## src/rtl/rs_pkg.sv

```systemverilog
package rs_pkg;
  typedef enum logic [1:0] {
    OP_ADD = 2'b00,
    OP_SUB = 2'b01,
    OP_MUL = 2'b10,
    OP_XOR = 2'b11
  } op_e;

  function automatic logic op_is_mul(input logic [1:0] op);
    return op == OP_MUL;
  endfunction
endpackage

```

## src/rtl/rs_exec_pipe.sv

```systemverilog
module rs_exec_pipe
  import rs_pkg::*;
#(
  parameter int LAT  = 1,
  parameter int XLEN = 16,
  parameter int TW   = 3
) (
  input  logic            clk,
  input  logic            rst_n,
  input  logic            start,
  input  logic [1:0]      op,
  input  logic [XLEN-1:0] a,
  input  logic [XLEN-1:0] b,
  input  logic [TW-1:0]   tag,
  output logic            out_valid,
  output logic [TW-1:0]   out_tag,
  output logic [XLEN-1:0] out_val
);
  localparam int DEPTH = (LAT < 1) ? 1 : LAT;

  logic [XLEN-1:0] res_c;
  logic [DEPTH-1:0] v_q, v_d;
  logic [TW-1:0]    t_q [DEPTH];
  logic [TW-1:0]    t_d [DEPTH];
  logic [XLEN-1:0]  r_q [DEPTH];
  logic [XLEN-1:0]  r_d [DEPTH];

  always_comb begin
    case (op)
      OP_ADD:  res_c = a + b;
      OP_SUB:  res_c = a - b;
      OP_MUL:  res_c = a * b;
      default: res_c = a ^ b;
    endcase
  end

  always_comb begin
    v_d[0] = start;
    t_d[0] = tag;
    r_d[0] = res_c;
    for (int s = 1; s < DEPTH; s++) begin
      v_d[s] = v_q[s-1];
      t_d[s] = t_q[s-1];
      r_d[s] = r_q[s-1];
    end
  end

  always_ff @(posedge clk or negedge rst_n) begin
    if (!rst_n) begin
      v_q <= '0;
      for (int s = 0; s < DEPTH; s++) begin
        t_q[s] <= '0;
        r_q[s] <= '0;
      end
    end else begin
      v_q <= v_d;
      for (int s = 0; s < DEPTH; s++) begin
        t_q[s] <= t_d[s];
        r_q[s] <= r_d[s];
      end
    end
  end

  assign out_valid = v_q[DEPTH-1];
  assign out_tag   = t_q[DEPTH-1];
  assign out_val   = r_q[DEPTH-1];
endmodule

```

## src/rtl/rs_station.sv

```systemverilog
module rs_station #(
  parameter int XLEN = 16,
  parameter int TW   = 3
) (
  input  logic            clk,
  input  logic            rst_n,
  input  logic            iss_en,
  input  logic [1:0]      iss_op,
  input  logic [XLEN-1:0] iss_vj,
  input  logic [XLEN-1:0] iss_vk,
  input  logic [TW-1:0]   iss_qj,
  input  logic [TW-1:0]   iss_qk,
  input  logic            cdb_valid,
  input  logic [TW-1:0]   cdb_tag,
  input  logic [XLEN-1:0] cdb_value,
  input  logic            disp_gnt,
  input  logic            fin_en,
  input  logic [XLEN-1:0] fin_val,
  input  logic            bus_gnt,
  output logic            busy,
  output logic            rdy,
  output logic            done,
  output logic [1:0]      op,
  output logic [XLEN-1:0] vj,
  output logic [XLEN-1:0] vk,
  output logic [XLEN-1:0] res
);
  logic            busy_q, busy_d, exec_q, exec_d, done_q, done_d;
  logic [1:0]      op_q, op_d;
  logic [XLEN-1:0] vj_q, vj_d, vk_q, vk_d, res_q, res_d;
  logic [TW-1:0]   qj_q, qj_d, qk_q, qk_d;

  always_comb begin
    busy_d = busy_q; exec_d = exec_q; done_d = done_q; op_d = op_q;
    vj_d = vj_q; vk_d = vk_q; qj_d = qj_q; qk_d = qk_q; res_d = res_q;
    if (iss_en) begin
      busy_d = 1'b1; exec_d = 1'b0; done_d = 1'b0; op_d = iss_op;
      vj_d = iss_vj; vk_d = iss_vk; qj_d = iss_qj; qk_d = iss_qk;
    end else if (busy_q) begin
      if (cdb_valid && qj_q != '0 && cdb_tag == qj_q) begin
        vj_d = cdb_value; qj_d = '0;
      end
      if (cdb_valid && qk_q != '0 && cdb_tag == qk_q) begin
        vk_d = cdb_value; qk_d = '0;
      end
      if (disp_gnt) exec_d = 1'b1;
      if (fin_en) begin
        done_d = 1'b1; res_d = fin_val;
      end
      if (bus_gnt) begin
        busy_d = 1'b0; exec_d = 1'b0; done_d = 1'b0;
      end
    end
  end

  always_ff @(posedge clk or negedge rst_n) begin
    if (!rst_n) begin
      busy_q <= 1'b0; exec_q <= 1'b0; done_q <= 1'b0; op_q <= '0;
      vj_q <= '0; vk_q <= '0; qj_q <= '0; qk_q <= '0; res_q <= '0;
    end else begin
      busy_q <= busy_d; exec_q <= exec_d; done_q <= done_d; op_q <= op_d;
      vj_q <= vj_d; vk_q <= vk_d; qj_q <= qj_d; qk_q <= qk_d; res_q <= res_d;
    end
  end

  assign busy = busy_q;
  assign rdy  = busy_q && !exec_q && qj_q == '0 && qk_q == '0;
  assign done = done_q;
  assign op   = op_q;
  assign vj   = vj_q;
  assign vk   = vk_q;
  assign res  = res_q;


  operand_grab_chk: assert property (@(posedge clk) disable iff (!rst_n)
    (busy_q && !iss_en && cdb_valid && qj_q != '0 && cdb_tag == qj_q)
      |=> (qj_q == '0 && vj_q == $past(cdb_value)));


  result_hold_chk: assert property (@(posedge clk) disable iff (!rst_n)
    (done_q && !bus_gnt && !iss_en) |=> (done_q && $stable(res_q)));


  release_chk: assert property (@(posedge clk) disable iff (!rst_n)
    $fell(busy_q) |-> $past(bus_gnt && done_q));
endmodule

```

## src/rtl/rs_regstat.sv

```systemverilog
module rs_regstat #(
  parameter int NREG = 8,
  parameter int XLEN = 16,
  parameter int TW   = 3,
  parameter int RW   = 3
) (
  input  logic            clk,
  input  logic            rst_n,
  input  logic            iss_en,
  input  logic [RW-1:0]   iss_dst,
  input  logic [TW-1:0]   iss_tag,
  input  logic [RW-1:0]   src1,
  input  logic [RW-1:0]   src2,
  input  logic            cdb_valid,
  input  logic [TW-1:0]   cdb_tag,
  input  logic [XLEN-1:0] cdb_value,
  input  logic [RW-1:0]   rd_idx,
  output logic [XLEN-1:0] s1_v,
  output logic [TW-1:0]   s1_q,
  output logic [XLEN-1:0] s2_v,
  output logic [TW-1:0]   s2_q,
  output logic [XLEN-1:0] rd_value,
  output logic            rd_pending
);
  logic [XLEN-1:0] val_q [NREG];
  logic [XLEN-1:0] val_d [NREG];
  logic [TW-1:0]   qi_q  [NREG];
  logic [TW-1:0]   qi_d  [NREG];
  logic [NREG-1:0] wr_en;

  always_comb begin
    for (int i = 0; i < NREG; i++) begin
      wr_en[i] = cdb_valid && qi_q[i] != '0 && qi_q[i] == cdb_tag;
      val_d[i] = wr_en[i] ? cdb_value : val_q[i];
      qi_d[i]  = wr_en[i] ? '0 : qi_q[i];
    end
    if (iss_en) qi_d[iss_dst] = iss_tag;
  end

  always_ff @(posedge clk or negedge rst_n) begin
    if (!rst_n) begin
      for (int i = 0; i < NREG; i++) begin
        val_q[i] <= XLEN'(i);
        qi_q[i]  <= '0;
      end
    end else begin
      for (int i = 0; i < NREG; i++) begin
        if (wr_en[i]) val_q[i] <= val_d[i];
        qi_q[i] <= qi_d[i];
      end
    end
  end

  always_comb begin
    s1_v = val_q[src1];
    s1_q = qi_q[src1];
    if (qi_q[src1] != '0 && cdb_valid && cdb_tag == qi_q[src1]) begin
      s1_v = cdb_value; s1_q = '0;
    end
    s2_v = val_q[src2];
    s2_q = qi_q[src2];
    if (qi_q[src2] != '0 && cdb_valid && cdb_tag == qi_q[src2]) begin
      s2_v = cdb_value; s2_q = '0;
    end
  end

  assign rd_value   = val_q[rd_idx];
  assign rd_pending = qi_q[rd_idx] != '0;

  for (genvar g = 0; g < NREG; g++) begin : g_chk

    reg_hold_chk: assert property (@(posedge clk) disable iff (!rst_n)
      !$stable(val_q[g]) |-> ($past(cdb_valid) && $past(cdb_tag) == $past(qi_q[g])));
  end
endmodule

```

## src/rtl/rs_sched.sv

```systemverilog
module rs_sched
  import rs_pkg::*;
#(
  parameter int NREG    = 8,
  parameter int XLEN    = 16,
  parameter int N_ADD   = 3,
  parameter int N_MUL   = 2,
  parameter int ADD_LAT = 1,
  parameter int MUL_LAT = 3
) (
  input  logic                              clk,
  input  logic                              rst_n,
  input  logic                              in_valid,
  input  logic [1:0]                        in_op,
  input  logic [$clog2(NREG)-1:0]           in_dst,
  input  logic [$clog2(NREG)-1:0]           in_src1,
  input  logic [$clog2(NREG)-1:0]           in_src2,
  output logic                              in_ready,
  output logic                              cdb_valid,
  output logic [$clog2(N_ADD+N_MUL+1)-1:0]  cdb_tag,
  output logic [XLEN-1:0]                   cdb_value,
  input  logic [$clog2(NREG)-1:0]           rd_idx,
  output logic [XLEN-1:0]                   rd_value,
  output logic                              rd_pending
);
  localparam int NST = N_ADD + N_MUL;
  localparam int TW  = $clog2(NST + 1);
  localparam int RW  = $clog2(NREG);

  logic [NST-1:0]  st_busy, st_rdy, st_done, bus_gnt;
  logic [1:0]      st_op  [NST];
  logic [XLEN-1:0] st_vj  [NST];
  logic [XLEN-1:0] st_vk  [NST];
  logic [XLEN-1:0] st_res [NST];

  logic            want_mul, fire;
  logic            a_free, m_free;
  logic [TW-1:0]   a_free_tag, m_free_tag, iss_tag;
  logic [XLEN-1:0] s1_v, s2_v;
  logic [TW-1:0]   s1_q, s2_q;

  logic            a_hit, m_hit;
  logic [TW-1:0]   a_tag, m_tag;
  logic [1:0]      a_op, m_op;
  logic [XLEN-1:0] a_vj, a_vk, m_vj, m_vk;
  logic            a_out_v, m_out_v;
  logic [TW-1:0]   a_out_tag, m_out_tag;
  logic [XLEN-1:0] a_out_val, m_out_val;

  // Issue: lowest free station of the operation's class
  always_comb begin
    a_free = 1'b0; a_free_tag = '0;
    for (int i = N_ADD - 1; i >= 0; i--) begin
      if (!st_busy[i]) begin a_free = 1'b1; a_free_tag = TW'(i + 1); end
    end
    m_free = 1'b0; m_free_tag = '0;
    for (int i = NST - 1; i >= N_ADD; i--) begin
      if (!st_busy[i]) begin m_free = 1'b1; m_free_tag = TW'(i + 1); end
    end
  end

  assign want_mul = op_is_mul(in_op);
  assign in_ready = want_mul ? m_free : a_free;
  assign fire     = in_valid && in_ready;
  assign iss_tag  = want_mul ? m_free_tag : a_free_tag;

  // Dispatch: lowest ready station per class feeds its unit
  always_comb begin
    a_hit = 1'b0; a_tag = '0; a_op = OP_ADD; a_vj = '0; a_vk = '0;
    for (int i = N_ADD - 1; i >= 0; i--) begin
      if (st_rdy[i]) begin
        a_hit = 1'b1; a_tag = TW'(i + 1); a_op = st_op[i]; a_vj = st_vj[i]; a_vk = st_vk[i];
      end
    end
    m_hit = 1'b0; m_tag = '0; m_op = OP_MUL; m_vj = '0; m_vk = '0;
    for (int i = NST - 1; i >= N_ADD; i--) begin
      if (st_rdy[i]) begin
        m_hit = 1'b1; m_tag = TW'(i + 1); m_op = st_op[i]; m_vj = st_vj[i]; m_vk = st_vk[i];
      end
    end
  end

  // Result bus: lowest tag among finished stations wins
  always_comb begin
    int win;
    win = -1;
    for (int i = NST - 1; i >= 0; i--) begin
      if (st_done[i]) win = i;
    end
    cdb_valid = 1'b0; cdb_tag = '0; cdb_value = '0;
    for (int i = 0; i < NST; i++) begin
      bus_gnt[i] = (i == win);
      if (i == win) begin
        cdb_valid = 1'b1; cdb_tag = TW'(i + 1); cdb_value = st_res[i];
      end
    end
  end

  rs_exec_pipe #(.LAT(ADD_LAT), .XLEN(XLEN), .TW(TW)) u_add_pipe (
    .clk, .rst_n, .start(a_hit), .op(a_op), .a(a_vj), .b(a_vk), .tag(a_tag),
    .out_valid(a_out_v), .out_tag(a_out_tag), .out_val(a_out_val)
  );

  rs_exec_pipe #(.LAT(MUL_LAT), .XLEN(XLEN), .TW(TW)) u_mul_pipe (
    .clk, .rst_n, .start(m_hit), .op(m_op), .a(m_vj), .b(m_vk), .tag(m_tag),
    .out_valid(m_out_v), .out_tag(m_out_tag), .out_val(m_out_val)
  );

  rs_regstat #(.NREG(NREG), .XLEN(XLEN), .TW(TW), .RW(RW)) u_regs (
    .clk, .rst_n, .iss_en(fire), .iss_dst(in_dst), .iss_tag(iss_tag),
    .src1(in_src1), .src2(in_src2),
    .cdb_valid, .cdb_tag, .cdb_value, .rd_idx,
    .s1_v, .s1_q, .s2_v, .s2_q, .rd_value, .rd_pending
  );

  for (genvar g = 0; g < NST; g++) begin : g_st
    localparam logic [TW-1:0] MYTAG  = TW'(g + 1);
    localparam bit            IS_MUL = (g >= N_ADD);
    logic fin_en, disp_gnt;
    assign fin_en   = IS_MUL ? (m_out_v && m_out_tag == MYTAG) : (a_out_v && a_out_tag == MYTAG);
    assign disp_gnt = IS_MUL ? (m_hit && m_tag == MYTAG) : (a_hit && a_tag == MYTAG);

    rs_station #(.XLEN(XLEN), .TW(TW)) u_st (
      .clk, .rst_n,
      .iss_en(fire && iss_tag == MYTAG), .iss_op(in_op),
      .iss_vj(s1_v), .iss_vk(s2_v), .iss_qj(s1_q), .iss_qk(s2_q),
      .cdb_valid, .cdb_tag, .cdb_value,
      .disp_gnt, .fin_en, .fin_val(IS_MUL ? m_out_val : a_out_val),
      .bus_gnt(bus_gnt[g]),
      .busy(st_busy[g]), .rdy(st_rdy[g]), .done(st_done[g]),
      .op(st_op[g]), .vj(st_vj[g]), .vk(st_vk[g]), .res(st_res[g])
    );
  end


  bus_single_chk: assert property (@(posedge clk) disable iff (!rst_n)
    $onehot0(bus_gnt & st_done) && (cdb_valid == (st_done != '0)));
endmodule

```

## config.mk

```make
export PLATFORM = sky130hd
export DESIGN_NAME = rs_sched
export DESIGN_NICKNAME = d
export VERILOG_FILES = /design/src/rtl/rs_pkg.sv /design/src/rtl/rs_exec_pipe.sv /design/src/rtl/rs_station.sv /design/src/rtl/rs_regstat.sv /design/src/rtl/rs_sched.sv
export SDC_FILE = /design/constraint.sdc
export NUM_CORES = 2
export LEC_CHECK = 0
export BUFFER_PORTS_ARGS = -buffer_cell sky130_fd_sc_hd__buf_2
export CELL_PAD_IN_SITES_DETAIL_PLACEMENT = 1
export CELL_PAD_IN_SITES_GLOBAL_PLACEMENT = 1
export CORE_ASPECT_RATIO = 0.6
export CORE_MARGIN = 1.5
export CORE_UTILIZATION = 47
export CTS_BUF_LIST = sky130_fd_sc_hd__clkbuf_8
export DETAILED_ROUTE_END_ITERATION = 12
export HOLD_SLACK_MARGIN = 0.06
export PLACE_DENSITY_LB_ADDON = 0.1
export SLEW_MARGIN = 40
export SYNTH_ARGS = -nofsm -noshare
export SYNTH_HDL_FRONTEND = slang
export SYNTH_SLANG_ARGS = --single-unit
```

## constraint.sdc

```tcl
create_clock -name clk -period 6.55 [get_ports clk]
set_clock_uncertainty 0.05 [all_clocks]
set_input_delay 0.655 -clock clk [delete_from_list [all_inputs] [get_ports clk]]
set_output_delay 0.655 -clock clk [all_outputs]
set_load 0.03 [all_outputs]
```

==> metrics.md <==
| Metric | Value |
|---|---|
| Mapped Nets | `4048` |
| Final cell area excluding filler cells | `43700 um2` |
| Synth Area in Simple Gates | `0.119` |
| Crit-path max FO | `5` |
| Post-synthesis adder-cell area fraction | `0.142` |
| Critical Path End | `u_add_pipe.out_val[15]` |
| Clk slew on worst S/H paths | `0.08 ns` |
| Initial Util | `0.474` |
| Final setup viols | `8` |
| Slew headroom | `0.389` |
| Crit path DAT | `7.71 ns` |
| TritonCTS clock tree | `built` |
| Setup CP Type | `reg2reg` |
| Routed vias | `31400` |
| Post-DP HPWL | `98.2 mm` |
| Flops & latches, synth | `520` |
| Share of the synthesized area in the top cell type | `0.355` |
| CP most frequent cell | `xnor2_1` |
| Status | `finished, violations left` |
| Synth Cell Area | `35800 um2` |
| Avg WL per Cell | `26.8 um` |
| Synth Area in XOR/XNOR | `0.0427` |
| Final worst slack | `-0.553 ns` |
| Total Wirelength | `138 mm` |
| Final min period | `7.10 ns` |
| CTS Sinks | `520` |
| Largest net degree at the start of global routing | `160` |
| I/O Pins | `55` |
| Worst setup path start | `g_st[2].u_st.qk_q[2]` |
| Seq/Total Area, Yosys | `0.364` |
| R2R setup slack | `-0.55 ns` |
| Most frequent cell after synthesis | `nand2_1` |
| I/O Buffers | `54` |
| Synth cell count leaders | `nand2_1, dfrtp_1, o21ai_0, inv_1, nor2_1` |
| Aggregate global-route resource usage | `0.356` |
| Worst hold margin | `0.191 ns` |
| Worst Setup End Kind | `flop` |
| Mux share of post-synthesis cell area | `0.116` |
| Post-synth top area cell | `dfrtp_1` |
| Clock Latency Late Sink | `0.76 ns` |
| Post-synth EDFFs | `0` |
| MaxCap Viol Count | `0` |
| Full die area | `77900 um2` |
| Antenna Violating Nets Remaining | `0` |
| WP data required | `7.16 ns` |
| Compound-Gate Fraction of Synth Area | `0.157` |
| Routed vias/inst | `6.09` |
| Reg2reg start | `g_st[2].u_st.qk_q[2]` |
| Dpl cells | `4908` |
| Layout Utilization | `0.579` |
| Synth warn | `0` |
| Cell count after synthesis | `3724` |
| Placer Congestion | `0.938` |
| Largest family of logic cells by synthesized area | `compound AO/OA/AOI/OAI gates` |
| Max frequency | `0.141 GHz` |
| Initial antenna violation count | `4` |
| Clock root buffer | `clkbuf_8` |
| NumNets Final | `4416` |
| Initial DRC Count | `2966` |
| Layout cells sized above 1 | `0.281` |
| Mapped Avg Cell Area | `9.61 um2` |
| Slowest CP cell | `or4b_4` |
| Post-route insts no fill | `5154` |
| 1st-pass router iterations | `5` |
| Total grt overflow | `0` |
| Worst min path class | `in2reg` |
| Number of global-route vias before repair | `33800` |
| Worst Tran Pin Value | `0.917 ns` |
| Inserted Clock Buffers | `83` |
| Synth area leaders | `dfrtp_1, fa_1, mux4_2, nand2_1, o21ai_0` |
| CTS max path bufs | `3` |
| Failing checks | `negative setup slack` |
| First-pass GRT wire length | `210 mm` |
| DRC violations left | `0` |
| Slowest stage delay, CP | `0.57 ns` |
| RR Endpoint | `u_add_pipe.out_val[15]` |
| Die Height | `217 um` |
| CP Launch Type | `flop` |
| Core area | `75400 um2` |
| Async SR Flop Fraction | `1.00` |
| Post-Place Cell Area | `39600 um2` |
| Synth cell types | `76` |
| RSZ-0062 raised after global routing | `yes` |
| Area Overhead vs Synth | `22.0%` |
| Core Rows | `78` |
| Final period util | `1.08` |
| # H-tree levels | `3` |
| Worst R2R Path Depth | `27` |
| Horiz. Die Dim | `359 um` |
| Main synth FF type | `dfrtp_1` |
| Slew Viols, Final | `0` |
| Count of final hold-check violations | `0` |
worst min path at each step:
stage / depth (start not counted) / end / slack, ns / start
floorplan: 0 / u_mul_pipe.out_tag[0] / 0.28 / u_mul_pipe.t_d[0]
global placement: 0 / u_mul_pipe.r_d[9] / 0.28 / u_mul_pipe.r_d[25]
detailed placement: 0 / u_mul_pipe.out_val[11] / 0.29 / u_mul_pipe.r_d[11]
CTS: 3 / g_st[0].u_st.op[1] / 0.11 / in_op[1]
global route: 3 / g_st[0].u_st.op[0] / 0.16 / in_op[0]
finish: 3 / g_st[0].u_st.op[1] / 0.19 / in_op[1]
state kept, by name, indices dropped and copies added, names as in the netlist, 15 cells and up:
register	flops
g_st.u_st.qk_q	15
u_mul_pipe.out_val	16
u_regs.qi_q	24
g_st.u_st.vk	80
g_st.u_st.res	80
u_add_pipe.out_val	16
u_regs.val_q	128
u_mul_pipe.r_d	32
g_st.u_st.qj_q	15
g_st.u_st.vj	80
cell families (layout without fill, tap and decap cells):
logic type | Yosys count | in the layout
and+or+nand+nor | 999 | 999
AOI/OAI and AO/OA | 903 | 903
buffers and inverters | 557 | 986
DFF | 520 | 520
adders and majority gates | 308 | 308
muxes | 264 | 264
xor gates and xnor gates | 173 | 173
other | 0 | 1
cell type report:
cell class	instances	area, um2
diodes	1	2.50
clock buffers	112	1540
clock inverters	34	249
fillers	8234	31800
inverters	325	1240
multi-input cells	2647	22000
flip-flops and latches	520	13000
well taps	1000	1250
repair buffers	515	4370
critical path: cells and delay by family, from the launching register on:
kind | cells | cell delay [ns]
buf+inv | 7 | 0.88
simple gates | 2 | 0.69
xor+xnor | 8 | 1.32
compound gates | 4 | 0.82
flops | 1 | 0.38
fa+ha+maj | 6 | 2.86
per-stage QoR:
stage / worst slack [ns] / TNS (ns)
after floorplan: -0.0262 / -0.0355
after global placement: -0.679 / -3.05
after detailed placement: -0.789 / -4.84
after CTS: -0.507 / -1.41
after global routing: -0.762 / -4.61
final: -0.553 / -2.29
cell usage in the layout (no fill, tap or decap), types with 81 or more instances in the layout:
cell	Yosys	final
nand2_1	527	520
dfrtp_1	508	508
buf_4	4	393
o21ai_0	379	351
inv_1	313	287
nor2_1	268	234
o211ai_1	168	168
fa_1	162	152
xnor2_1	132	126
clkbuf_8	0	113
mux2_2	109	109
mux4_2	109	109
ha_1	145	108
a21oi_1	109	81
what timing repair did:
action / CTS / global route
setup endpoints to repair: 13 / 14
hold buffers: 1 / 0
cloned: 3 / 2
endpoints found under the hold margin: 81 / 0
setup buffers: 60 / 51
pin swaps: 84 / 108
gates resized for setup: 191 / 126
routing by layer:
layer | global-route usage | vias up | wire, um
met5 | 0 | - | 22
met4 | 0.103 | 4 | 3710
met3 | 0.0784 | 234 | 12000
met2 | 0.534 | 1220 | 60900
met1 | 0.517 | 16300 | 61600
li1 | - | 13600 | -
Power is not shown: default switching activity piles up to over one toggle a cycle in this logic, so the estimate is an artifact.
